## src/rtl/wiper_pkg.sv

```systemverilog
// Shared constants and types for the wiper register bank.
// Assumes three arrays addressed by a two-bit code, with the top code reserved.
package wiper_pkg;
    localparam int DATA_W  = 8;
    localparam int SEL_W   = 2;
    localparam int NUM_ARR = 3;

    typedef logic [DATA_W-1:0] tap_t;
endpackage

```

## src/rtl/wiper_decode.sv

```systemverilog
// Turns the array code into one write enable per array.
// Assumes that restore takes priority, so no enable is raised during a restore.
// A reserved code raises no enable.
module wiper_decode
    import wiper_pkg::*;
(
    input  logic               wr_en,
    input  logic [SEL_W-1:0]   wr_sel,
    input  logic               restore,
    output logic [NUM_ARR-1:0] wr_vec
);
    // Purpose: raise the enable of the addressed array when it exists.
    always_comb begin
        wr_vec = '0;
        for (int i = 0; i < NUM_ARR; i++) begin
            if (wr_en && !restore && (wr_sel == SEL_W'(i)))
                wr_vec[i] = 1'b1;
        end
    end
endmodule

```

## src/rtl/wiper_clamp.sv

```systemverilog
// Saturates a requested tap value at the highest tap of one array.
// Assumes TAPS is between 1 and 2**DATA_W.
module wiper_clamp
    import wiper_pkg::*;
#(
    parameter int TAPS = 64
) (
    input  tap_t din,
    output tap_t dout
);
    localparam tap_t TOP = tap_t'(TAPS - 1);

    // Purpose: pass the value through unless it is above the top tap.
    always_comb begin
        dout = (din > TOP) ? TOP : din;
    end
endmodule

```

## src/rtl/wiper_cell.sv

```systemverilog
// Working and backing register pair for one array.
// Assumes the write data is already clamped and that the write enable is low during a restore.
module wiper_cell
    import wiper_pkg::*;
(
    input  logic clk,
    input  logic rst_n,
    input  logic wr,
    input  logic wr_nv,
    input  tap_t din,
    input  logic restore,
    output tap_t vol_q
);
    tap_t nv_q;

    // Purpose: clear on reset, then apply a restore or a write.
    always_ff @(posedge clk) begin
        if (!rst_n) begin
            vol_q <= '0;
            nv_q  <= '0;
        end else if (restore) begin
            vol_q <= nv_q;
        end else if (wr) begin
            vol_q <= din;
            if (wr_nv)
                nv_q <= din;
        end
    end

    AST_RESTORE_LOADS: assert property (@(posedge clk) disable iff (!rst_n)
        restore |=> (vol_q == $past(nv_q)));
    AST_NV_KEPT: assert property (@(posedge clk) disable iff (!rst_n)
        !(wr && wr_nv) |=> $stable(nv_q));
    AST_VOL_HOLD: assert property (@(posedge clk) disable iff (!rst_n)
        (!wr && !restore) |=> $stable(vol_q));
endmodule

```

## src/rtl/wiper_bank.sv

```systemverilog
// Top level of the bank: decode, clamp and store for three arrays.
// Assumes that one write at most arrives per cycle and that restore overrides a write.
module wiper_bank
    import wiper_pkg::*;
#(
    parameter int TAPS0 = 64,
    parameter int TAPS1 = 100,
    parameter int TAPS2 = 256
) (
    input  logic              clk,
    input  logic              rst_n,
    input  logic              wr_en,
    input  logic [SEL_W-1:0]  wr_sel,
    input  logic              wr_nv,
    input  logic [DATA_W-1:0] wr_data,
    input  logic              restore,
    output logic [DATA_W-1:0] wiper0_o,
    output logic [DATA_W-1:0] wiper1_o,
    output logic [DATA_W-1:0] wiper2_o
);
    logic [NUM_ARR-1:0] wr_vec;
    tap_t               clamped [NUM_ARR];
    tap_t               vol     [NUM_ARR];

    wiper_decode u_dec (
        .wr_en   (wr_en),
        .wr_sel  (wr_sel),
        .restore (restore),
        .wr_vec  (wr_vec)
    );

    for (genvar g = 0; g < NUM_ARR; g++) begin : g_arr
        localparam int T = (g == 0) ? TAPS0 : (g == 1) ? TAPS1 : TAPS2;

        wiper_clamp #(.TAPS(T)) u_clamp (
            .din  (wr_data),
            .dout (clamped[g])
        );

        wiper_cell u_cell (
            .clk     (clk),
            .rst_n   (rst_n),
            .wr      (wr_vec[g]),
            .wr_nv   (wr_nv),
            .din     (clamped[g]),
            .restore (restore),
            .vol_q   (vol[g])
        );
    end

    assign wiper0_o = vol[0];
    assign wiper1_o = vol[1];
    assign wiper2_o = vol[2];

    AST_ONE_TARGET: assert property (@(posedge clk) disable iff (!rst_n)
        $onehot0(wr_vec));
    AST_RESERVED_IGNORED: assert property (@(posedge clk) disable iff (!rst_n)
        (wr_en && wr_sel == 2'b11 && !restore) |=>
        ($stable(wiper0_o) && $stable(wiper1_o) && $stable(wiper2_o)));
    AST_TOP0: assert property (@(posedge clk) disable iff (!rst_n)
        wiper0_o <= tap_t'(TAPS0 - 1));
    AST_TOP1: assert property (@(posedge clk) disable iff (!rst_n)
        wiper1_o <= tap_t'(TAPS1 - 1));
    AST_RESET_ZERO: assert property (@(posedge clk)
        !rst_n |=> (wiper0_o == '0 && wiper1_o == '0 && wiper2_o == '0));
endmodule

```

## config.mk

```make
export PLATFORM = sky130hd
export DESIGN_NAME = wiper_bank
export DESIGN_NICKNAME = d
export VERILOG_FILES = /design/src/rtl/wiper_pkg.sv /design/src/rtl/wiper_decode.sv /design/src/rtl/wiper_clamp.sv /design/src/rtl/wiper_cell.sv /design/src/rtl/wiper_bank.sv
export SDC_FILE = /design/constraint.sdc
export NUM_CORES = 1
export LEC_CHECK = 0
export ABC_AREA = 1
export BUFFER_PORTS_ARGS = -buffer_cell sky130_fd_sc_hd__buf_2
export CAP_MARGIN = 20
export CELL_PAD_IN_SITES_DETAIL_PLACEMENT = 0
export CELL_PAD_IN_SITES_GLOBAL_PLACEMENT = 1
export CORE_MARGIN = 5
export CORE_UTILIZATION = 36
export DETAILED_ROUTE_END_ITERATION = 7
export PLACE_DENSITY_LB_ADDON = 0.1
export SLEW_MARGIN = 0
export SYNTH_ARGS = -nofsm -noshare
export SYNTH_HDL_FRONTEND = slang
export SYNTH_SLANG_ARGS = --single-unit
export TNS_END_PERCENT = 10
```

## constraint.sdc

```tcl
create_clock -name clk -period 2.3 [get_ports clk]
set_input_delay 0.23 -clock clk [delete_from_list [all_inputs] [get_ports clk]]
set_output_delay 0.23 -clock clk [all_outputs]
set_load 0.005 [all_outputs]
```

== After elaboration in Yosys (flattened, before gate mapping) ==
Index checks and enable logic that the tools add are counted.

* Bits in registers: 48
* Logic and storage cells: 36

* $lt $le $gt $ge: 3
* Eq/ne operators: 2
* Multiplexer cells: 12
* Bitwise logic cells: 1
* Reductions and logical operators: 12

{| class="wikitable"
|+ Operator list
! cell !! count
|-
| two-way mux 8 bit || 9
|-
| AND reduction 3 bit || 3
|-
| > comparator 8 x 6 -> 1 bit, second input constant || 1
|-
| > comparator 8 x 7 -> 1 bit, second input constant || 1
|-
| > comparator 8 bit, second input constant || 1
|-
| nonzero test 2 bit || 3
|-
| logical AND 1 bit || 4
|-
| two-way mux 1 bit || 3
|-
| == test 2 x 1 -> 1 bit, second input constant || 1
|-
| == test 2 bit, second input constant || 1
|-
| logical NOT 2 bit || 1
|-
| logical NOT 1 bit || 1
|-
| inverter 1 bit || 1
|}

== Longest topological paths before layout ==
Gate-level depths: netlist of the first run.

* Depth in word-level cells: 6
* Mapped depth: 8

== By module ==
A second synthesis of the first run with hierarchy kept.

* Cell total of the unflattened synthesis: 347
* Area, all modules: 2,489.9 um2

{| class="wikitable"
|+ Modules (own cells, without submodules)
! module !! times used !! cells each !! area each (um2)
|-
| wiper_cell || 3 || 98 || 742.0
|-
| wiper_clamp (g_arr[1].u_clamp) || 1 || 19 || 93.8
|-
| wiper_clamp (g_arr[0].u_clamp) || 1 || 16 || 70.1
|-
| wiper_clamp (g_arr[2].u_clamp) || 1 || 8 || 60.1
|-
| wiper_decode || 1 || 10 || 40.0
|}

== Worst setup path after synthesis of the first run ==
Ideal clock, no wire load.

* Kind: input -> register
* From: input restore
* To: register g_arr[2].u_cell.nv_q[0]
* Setup time: 0.132 ns
* Arrival time: 0.964 ns
* Required time: 2.168 ns
* Slack: 1.204 ns
* Stages on the path: 7
* Buffers on the path: 1
* Cells stage by stage: buf_6 -> nor2_2 -> nand3_2 -> inv_2 -> nand2_2 -> nand2_1 -> a21oi_1

* Word-level cells in the longest chain between the ends: 5
* Elaborated cells between the ends (all ways): 6

{| class="wikitable"
|+ Ends and longest elaborated chain
! element !! line !! source
|-
| start, declared || wiper_bank.sv:16 || <nowiki>input logic restore,</nowiki>
|-
| logical NOT 1 bit || wiper_decode.sv:16 || <nowiki>if (wr_en && !restore && (wr_sel == SEL_W'(i)))</nowiki>
|-
| logical AND 1 bit (2 in series) || wiper_decode.sv:16 ||
|-
| two-way mux 1 bit || wiper_decode.sv:16 ||
|-
| AND reduction 3 bit (no line) * || - ||
|-
| end signal, assigned || wiper_cell.sv:26 || <nowiki>nv_q <= din;</nowiki>
|-
| end, declared || wiper_cell.sv:14 || <nowiki>tap_t nv_q;</nowiki>
|}

Mark *: on every way between the ends. The rest lies on a longest branch, timed or not.
A chain may end at the register's enable or synchronous reset.

== Final worst setup path of the first run ==
* From: input restore
* To: register g_arr[0].u_cell.nv_q[3]

* Word-level cells in the longest chain between the ends: 5
* Elaborated cells between the ends (all ways): 6

{| class="wikitable"
|+ Ends and longest elaborated chain
! element !! line
|-
| logical NOT 1 bit || wiper_decode.sv:16
|-
| logical AND 1 bit (2 in series) || wiper_decode.sv:16
|-
| two-way mux 1 bit || wiper_decode.sv:16
|-
| AND reduction 3 bit (no line) * || -
|-
| end signal, assigned || wiper_cell.sv:26
|-
| end, declared || wiper_cell.sv:14
|}

Marked as above.

==> results of run 1 <==
[worst max-delay path, cell delays in order]
cell     delay, ns
buf_2         0.22
inv_6         0.18
nand4_2       0.30
or2_2         0.38
a21oi_1       0.11
[power groups by stage]
| stage | Sequential, uW | Clock [uW] | Combinational, uW |
|---|---|---|---|
| after global placement | 890 | 0 | 183 |
| after global routing | 875 | 585 | 207 |
| after detailed placement | 890 | 0 | 181 |
| after CTS | 871 | 550 | 182 |
| final | 871 | 534 | 178 |
| after floorplan | 892 | 0 | 106 |
[per-layer routing]
layer / track usage [%] / vias to the layer above / part of all wire, %
met5: 0 / - / 0
met3: 3.99 / 6 / 5.1
met1: 20.7 / 878 / 49
met2: 24.3 / 34 / 45
met4: 4.25 / 0 / 1.3
li1: - / 1026 / -
[registers in the layout, indices dropped and copies added, names as in the netlist]
signal and count:
g_arr.u_cell.nv_q 24, g_arr.u_cell.vol_q 24
[cells in the final DEF (no fill, tap or decap), drive strengths merged]
master	netlist	final
nand4	4	4
clkinvlp	0	1
nand3	23	23
o21ai	34	34
dfxtp	48	48
clkinv	1	1
clkbuf	7	7
o21a	1	1
nor2	43	43
a21oi	32	32
buf	4	40
nand2	66	66
inv	29	29
or2	5	5
[worst paths after layout]
check                          startpoint                        to  slack, ns  cells after the start
setup / recovery                  restore   g_arr[0].u_cell.nv_q[3]       1.09                      5
hold / removal                 wr_data[7]   g_arr[2].u_cell.nv_q[7]       0.22                      3
setup reg to reg  g_arr[0].u_cell.nv_q[5]  g_arr[0].u_cell.vol_q[5]       1.52                      4
hold reg to reg   g_arr[1].u_cell.nv_q[5]   g_arr[1].u_cell.nv_q[5]       0.45                      2
[cell type report]
| class | count | area [sq um] |
|---|---|---|
| flip-flops and latches | 48 | 961 |
| clock buffers | 7 | 86.3 |
| inverters | 30 | 118 |
| multi-input cells | 208 | 963 |
| repair buffers | 40 | 205 |
| clock inverters | 1 | 7.51 |
| fillers | 607 | 3140 |
| well taps | 72 | 90.1 |
[logic make-up (layout without fill, tap and decap cells)]
group | after synthesis | in the layout | synth area share, %
compound gates | 67 | 67 | 16.3
flops | 48 | 48 | 45.7
buf+inv | 41 | 78 | 8.40
simple gates | 141 | 141 | 29.6
[through the flow]
step	power [uW]	setup WS [ns]	hold slack, ns	utilization [%]
global route	1670	0.949	0.218	43.6
detailed placement	1070	0.754	0.444	41.9
finish	1580	1.09	0.221	43.6
CTS	1600	1.08	0.210	43.6
global placement	1070	0.819	0.440	41.9
floorplan	998	1.20	0.368	-
==> flow_summary_export.csv, run 1 <==
group,metric,value,unit
route,dr.pass1.iters,4,
clock_network,cts_hold_buf,0,
synth,synth.cells.most_frequent,"nand2_1 (62), dfxtp_1 (48), nor2_1 (39)",
finish,instances_no_fill,406,
synth,ys_ff_latch,48,
synth,postSynthCellCount,297,
synth,ys.flop_type,"dfxtp_1",
die,ios,39,
clock_network,cts_max_path_buffers,2,
global_route,antenna_found_initial,0,
placed_design,port_buffers,38,
synth,synth_largest_area_cell,"dfxtp_1",
placed_design,dpl_cell_area,0.00234,sq mm
job,drv_cap,0,
power_and_ir_drop,combPwrFrac,11.3,%
power_and_ir_drop,powerDensity,651,mW/mm^2
power_and_ir_drop,seqPwrFrac,55.0,%
power_and_ir_drop,p_sw_share,26.5,%
synth,synth_warnings,0,
clock_network,cts_tree,"built",
clock_network,ctsResizeCount,0,
setup_path,crit_fanout,17,
clock_network,cts_made_buffers,5,
finish,fin_area,0.00243,sq mm
power_and_ir_drop,p_leak,0.00107,uW
timing,finalClockSkew,0.00509,ns
global_route,grt_pass1_vias,1886,
power_and_ir_drop,p_int,1160,uW
clock_network,cts_sinks,48,
route,via_per_inst,4.79,
timing,tightest_slew,0.857,ns
timing,period_minus_slack,1.21,ns
setup_path,crit_type,"in -> reg",
route,routed_wl,5.32,mm
die,start_util,37.7,%
placed_design,post-dp-hpwl,3.83,mm
setup_path,cp.required,2.53,ns
finish,area_growth,15.7,%
route,drtIter0Drc,91,
clock_network,cts_root_buffer,"clkbuf_8",
die,die_x,86.4,um
setup_path,crit_arrival,1.44,ns
timing,slew_headroom,42.8,%
synth,netlist_area,0.00210,sq mm
timing,finalHoldViolCount,0,
clock_network,h-tree-depth,2,
timing,clock.fmax,0.825,GHz
synth,ys_async_sr_fraction,0,%
global_route,track_usage,15.4,%
route,via_count,1944,
finish,insertedDiodeCount,0,
synth,synth_top_area_share,45.7,%
route,wl_per_cell,13.1,um
die,die_h,86.4,um
power_and_ir_drop,p_clk_share,33.7,%
finish,final_nets,348,
synth,seq_area_frac_synth,45.7,%
clock_network,cts_setup_buffers,0,
synth,yosysUniqueCellTypes,23,
timing,setup_violations,0,
global_route,grt_overflow_total,0,
timing,period_share,52.7,%
power_and_ir_drop,switching_power,420,uW
timing,fin_setup_tns,0,ns
synth,avgSynthCellArea,7.07,sq um
clock_network,clk_latency,0.30,ns
global_route,grt_max_degree,26,
synth,syn_nets,312,
timing,rsz0062_at_grt,"false",
die,die_area,0.00746,sq mm
die,core_area,0.00557,sq mm
setup_path,worstSetupEndpointType,"register",
synth,synthMostInstantiatedCell,"nand2_1",
placed_design,place.gp.congestion,0.778,
synth,synth_edf_count,0,
power_and_ir_drop,ir_worst_vdd,0.343,mV
synth,synth.top_cells.by_area,"dfxtp_1 (46%), nand2_1 (11%), o21ai_0 (8.1%), a21oi_1 (7.4%), nor2_1 (7.0%)",
route,drc,0,
timing,maxSlewViolCount,0,
hold_path,hold_path_class,"in -> reg",
global_route,grt_pass1_wl,9.14,mm
setup_path,start_kind,"primary input",
status,status,"finished clean",
clock_network,path_clk_slew,0.09,ns
route,antenna_left,0,
placed_design,dp.cells,398,
die,rows,27,
finish,final_layout_size_suffix_gt1_share,19.2,%
Power figures use the tool's default switching activity.
==> run 2: changes to the inputs <==
Clock period 2.3 ns to 1.2 ns, I/O delays scaled along.
==> flow_summary_export.csv, run 2 (synthesized netlist as in run 1, its figures left out) <==
group,metric,value,unit
timing,period_share,74.4,%
die,start_util,37.7,%
timing,maxSlewViolCount,0,
global_route,antenna_found_initial,0,
clock_network,h-tree-depth,2,
setup_path,crit_fanout,12,
placed_design,port_buffers,38,
die,die_h,86.4,um
timing,clock.fmax,1.12,GHz
placed_design,place.gp.congestion,0.790,
timing,tightest_slew,0.279,ns
die,die_area,0.00746,sq mm
clock_network,cts_sinks,48,
setup_path,rr_worst_depth,4,
finish,fillCellCount,600,
global_route,grt_pass1_wl,9.07,mm
timing,rsz0062_at_grt,"false",
setup_path,crit_type,"in -> reg",
setup_path,cpPeakStageDelay,0.36,ns
power_and_ir_drop,ir_worst_vdd,0.659,mV
placed_design,dpl_cell_area,0.00246,sq mm
die,ios,39,
die,core_area,0.00557,sq mm
route,antenna_left,0,
timing,period_minus_slack,0.893,ns
setup_path,critPathBufInv,1,
global_route,track_usage,15.3,%
clock_network,cts_hold_buf,0,
clock_network,cts_setup_buffers,0,
setup_path,crit_family,"simple AND/OR/NAND/NOR gates",
global_route,grt_overflow_total,0,
global_route,grt_pass1_vias,1914,
setup_path,slowest_stage,"or2_2",
route,drc,0,
setup_path,start_kind,"primary input",
clock_network,cts_root_buffer,"clkbuf_8",
finish,post-route-util,46.2,%
timing,setup_violations,0,
route,via_per_inst,4.76,
route,wl_per_cell,12.8,um
timing,finalClockSkew,0.00499,ns
clock_network,clk_latency,0.30,ns
global_route,use_met2,25.1,%
job,drv_cap,0,
route,drtIter0Drc,134,
setup_path,cp_num_cells,5,
clock_network,cts_made_buffers,5,
power_and_ir_drop,powerDensity,1240,mW/mm^2
finish,area_growth,22.5,%
status,status,"finished clean",
finish,fin_area,0.00257,sq mm
clock_network,cts_tree,"built",
die,rows,27,
setup_path,worstSetupEndpointType,"register",
clock_network,cts_max_path_buffers,2,
timing,slew_headroom,81.3,%
route,via_count,2002,
finish,top_regs,"g_arr.u_cell.nv_q: 24 flops, g_arr.u_cell.vol_q: 24 flops",
finish,final_common_cell,"nand2_1",
setup_path,cp.required,1.43,ns
finish,mostFrequentLayoutCells,"nand2_1 (62), dfxtp_1 (48), nor2_1 (39)",
power_and_ir_drop,p_leak,0.00116,uW
placed_design,post-dp-hpwl,4.01,mm
route,dr.pass1.iters,4,
die,die_x,86.4,um
hold_path,hold_path_depth,3,
timing,finalHoldViolCount,0,
power_and_ir_drop,power,3200,uW
setup_path,crit_chain,"buf_2 -> nor2_2 -> nand4_2 -> or2_2 -> a21oi_1",
route,routed_wl,5.38,mm
global_route,grt_max_degree,27,
clock_network,path_clk_slew,0.09,ns
setup_path,crit_arrival,1.13,ns
global_route,grt-busiest-layer,"met2",
clock_network,ctsResizeCount,0,
global_route,grt_use_met1,20.5,%
hold_path,hold_path_class,"in -> reg",
global_route,use_met3,3.23,%
finish,final_nets,363,
finish,insertedDiodeCount,0,
finish,final_layout_size_suffix_gt1_share,22.9,%
run 2: power by group:
part           internal (uW)  switching [uW]
logic                    144             237
registers               1650            22.1
clock network            617             538
run 2: stage by stage:
stage / TNS, ns / worst slack (ns) / std cells / hold slack (ns)
4_1_cts: 0 / 0.306 / 421 / 0.0892
6_report: 0 / 0.307 / 421 / 0.109
3_5_place_dp: -0.0113 / -0.00802 / 413 / 0.417
2_1_floorplan: 0 / 0.214 / 297 / 0.258
5_1_grt: 0 / 0.224 / 421 / 0.106
3_3_place_gp: 0 / 0.0186 / 413 / 0.415
run 2: path summary, 6_finish.rpt:
check	start	to	slack, ns
max	wr_sel[0]	g_arr[0].u_cell.nv_q[0]	0.31
min	wr_data[5]	g_arr[2].u_cell.nv_q[5]	0.11
max reg2reg	g_arr[1].u_cell.nv_q[5]	g_arr[1].u_cell.vol_q[5]	0.45
min reg2reg	g_arr[0].u_cell.nv_q[7]	g_arr[0].u_cell.nv_q[7]	0.46
run 2: worst reg2reg max path, cell delays in order, from the launching register on:
cell,delay [ns]
dfxtp_1,0.31
inv_1,0.04
o21ai_0,0.18
nor2_1,0.07
nor2_1,0.09
run 2: area by class of cell:
class	instances	area (sq um)	share of cell area [%]
clock buffer	5	68.8	2.67
inverter	30	118	4.57
clock inverter	3	42.5	1.65
multi-input combinational	208	963	37.4
tap	72	90.1	3.50
sequential	48	961	37.3
timing repair buffer	55	330	12.8
run 2: routing by layer:
layer / part of all wire, % / up-vias
met5: 0 / -
met4: 0.54 / 0
li1: - / 1055
met1: 48 / 914
met3: 4.4 / 2
met2: 47 / 31
==> run 3: changes to the inputs <==
Settings changed: CORE_UTILIZATION 36 to 35.
Clock period 1.2 ns to 0.8 ns, I/O delays scaled along.
==> flow_summary_export.csv, run 3 (synthesized netlist as in run 1, its figures left out) <==
group,metric,value,unit
status,status,"finished, violations left",
status,violations,"negative setup slack",
clock_network,cts_sinks,48,
finish,final_nets,379,
route,dr.pass1.iters,4,
die,die_h,87.5,um
route,antenna_left,0,
timing,clock.fmax,1.19,GHz
route,via_count,2060,
route,routed_wl,5.60,mm
timing,maxSlewViolCount,0,
timing,period_share,105,%
finish,fillCellCount,617,
die,start_util,35.7,%
setup_path,crit_family,"flip-flops",
route,drtIter0Drc,70,
setup_path,critPathBufInv,1,
global_route,grt_overflow_total,0,
timing,tightest_slew,0.303,ns
setup_path,cp.required,0.72,ns
clock_network,cts_hold_buf,0,
global_route,antenna_found_initial,0,
clock_network,path_clk_slew,0.09,ns
timing,fin_setup_tns,-0.662,ns
timing,rsz0062_at_grt,"true",
die,die_area,0.00765,sq mm
finish,insertedDiodeCount,0,
finish,register_area,992,sq um
placed_design,port_buffers,38,
global_route,use_met3,3.60,%
power_and_ir_drop,p_leak,0.00130,uW
power_and_ir_drop,powerDensity,1840,mW/mm^2
setup_path,crit_chain,"buf_2",
setup_path,cpPeakStageDelay,0.33,ns
global_route,grt_pass1_vias,2014,
global_route,grt-busiest-layer,"met2",
finish,multiInputGateArea,0.00102,sq mm
timing,fin_hold_ws,0.0615,ns
timing,finalHoldViolCount,0,
timing,finalClockSkew,0.00544,ns
die,ios,39,
setup_path,slowest_stage,"dfxtp_2",
global_route,grt_pass1_wl,9.70,mm
die,rows,28,
timing,layout_setup_ws,-0.0379,ns
route,drc,0,
timing,slew_headroom,79.8,%
job,drv_cap,0,
setup_path,crit_arrival,0.76,ns
setup_path,crit_type,"reg -> out",
die,core_area,0.00589,sq mm
clock_network,h-tree-depth,2,
clock_network,cts_made_buffers,5,
setup_path,crit_fanout,2,
timing,setup_violations,24,
clock_network,cts_root_buffer,"clkbuf_8",
power_and_ir_drop,ir_worst_vdd,0.815,mV
setup_path,worstSetupEndpointType,"output pin",
global_route,track_usage,16.4,%
timing,period_minus_slack,0.838,ns
global_route,grt_max_degree,27,
finish,mostFrequentLayoutCells,"nand2_1 (62), nor2_1 (37), o21ai_0 (31)",
global_route,grt_use_met1,21.2,%
finish,top_regs,"g_arr.u_cell.nv_q: 24 flops, g_arr.u_cell.vol_q: 24 flops",
clock_network,cts_tree,"built",
finish,area_growth,38.9,%
setup_path,start_kind,"register",
placed_design,post-dp-hpwl,4.14,mm
route,via_per_inst,4.68,
clock_network,clk_latency,0.31,ns
hold_path,hold_path_class,"in -> reg",
die,die_x,87.5,um
clock_network,cts_max_path_buffers,2,
finish,final_common_cell,"nand2_1",
route,wl_per_cell,12.7,um
placed_design,place.gp.congestion,0.757,
global_route,use_met2,26.8,%
finish,final_layout_size_suffix_gt1_share,34.5,%
run 3: changes by cell type in the layout (fill, tap and decap cells not counted), moves of 9 or more:
cell / previous run / this run
dfxtp_1: 48 / 23
buf_4: 16 / 27
buf_6: 0 / 11
buf_2: 38 / 29
dfxtp_2: 0 / 25
run 3: path summary, 6_finish.rpt:
| path | end | cells past startpoint | startpoint | slack (ns) |
|---|---|---|---|---|
| worst max register to register | g_arr[2].u_cell.vol_q[7] | 4 | g_arr[2].u_cell.nv_q[7] | 0.07 |
| worst max-delay path | wiper0_o[7] | 1 | g_arr[0].u_cell.vol_q[7] | -0.04 |
| worst min register to register | g_arr[1].u_cell.nv_q[5] | 2 | g_arr[1].u_cell.nv_q[5] | 0.46 |
| worst min-delay path | g_arr[2].u_cell.nv_q[5] | 3 | wr_data[5] | 0.06 |
run 3: per-stage QoR:
| step | utilization (%) | cells | total power (uW) | setup slack, ns | instance area, sq um |
|---|---|---|---|---|---|
| after global routing | 49.6 | 440 | 5640 | -0.0778 | 2920 |
| after global placement | 45.4 | 432 | 3240 | -0.254 | 2670 |
| after CTS | 48.3 | 440 | 5400 | -0.0531 | 2840 |
| final | 49.6 | 440 | 5360 | -0.0379 | 2920 |
| after detailed placement | 45.4 | 432 | 3240 | -0.276 | 2670 |
| after floorplan | - | 297 | 2890 | -0.0721 | 2160 |
run 3: metal layers:
| metal | routed length [um] | vias to the layer above |
|---|---|---|
| li1 | - | 1087 |
| met5 | 0 | - |
| met4 | 90 | 0 |
| met3 | 245 | 10 |
| met1 | 2590 | 921 |
| met2 | 2670 | 42 |
run 3: cell type report:
type | instances | share of cell area, %
timing repair buffer | 71 | 18.9
inverter | 30 | 4.20
multi-input combinational | 208 | 34.9
clock inverter | 3 | 2.36
clock buffer | 5 | 2.36
tap | 75 | 3.22
sequential | 48 | 34.0
run 3: power by group:
group	switching [uW]	internal, uW	total, uW
logic	389	321	710
registers	39.4	2480	2520
clock network	867	1260	2130
run 3: repair_timing:
item,CTS,global route
buffers inserted,0,0
pin swaps,0,2
setup endpoints to repair,24,36
gates resized for setup,22,21
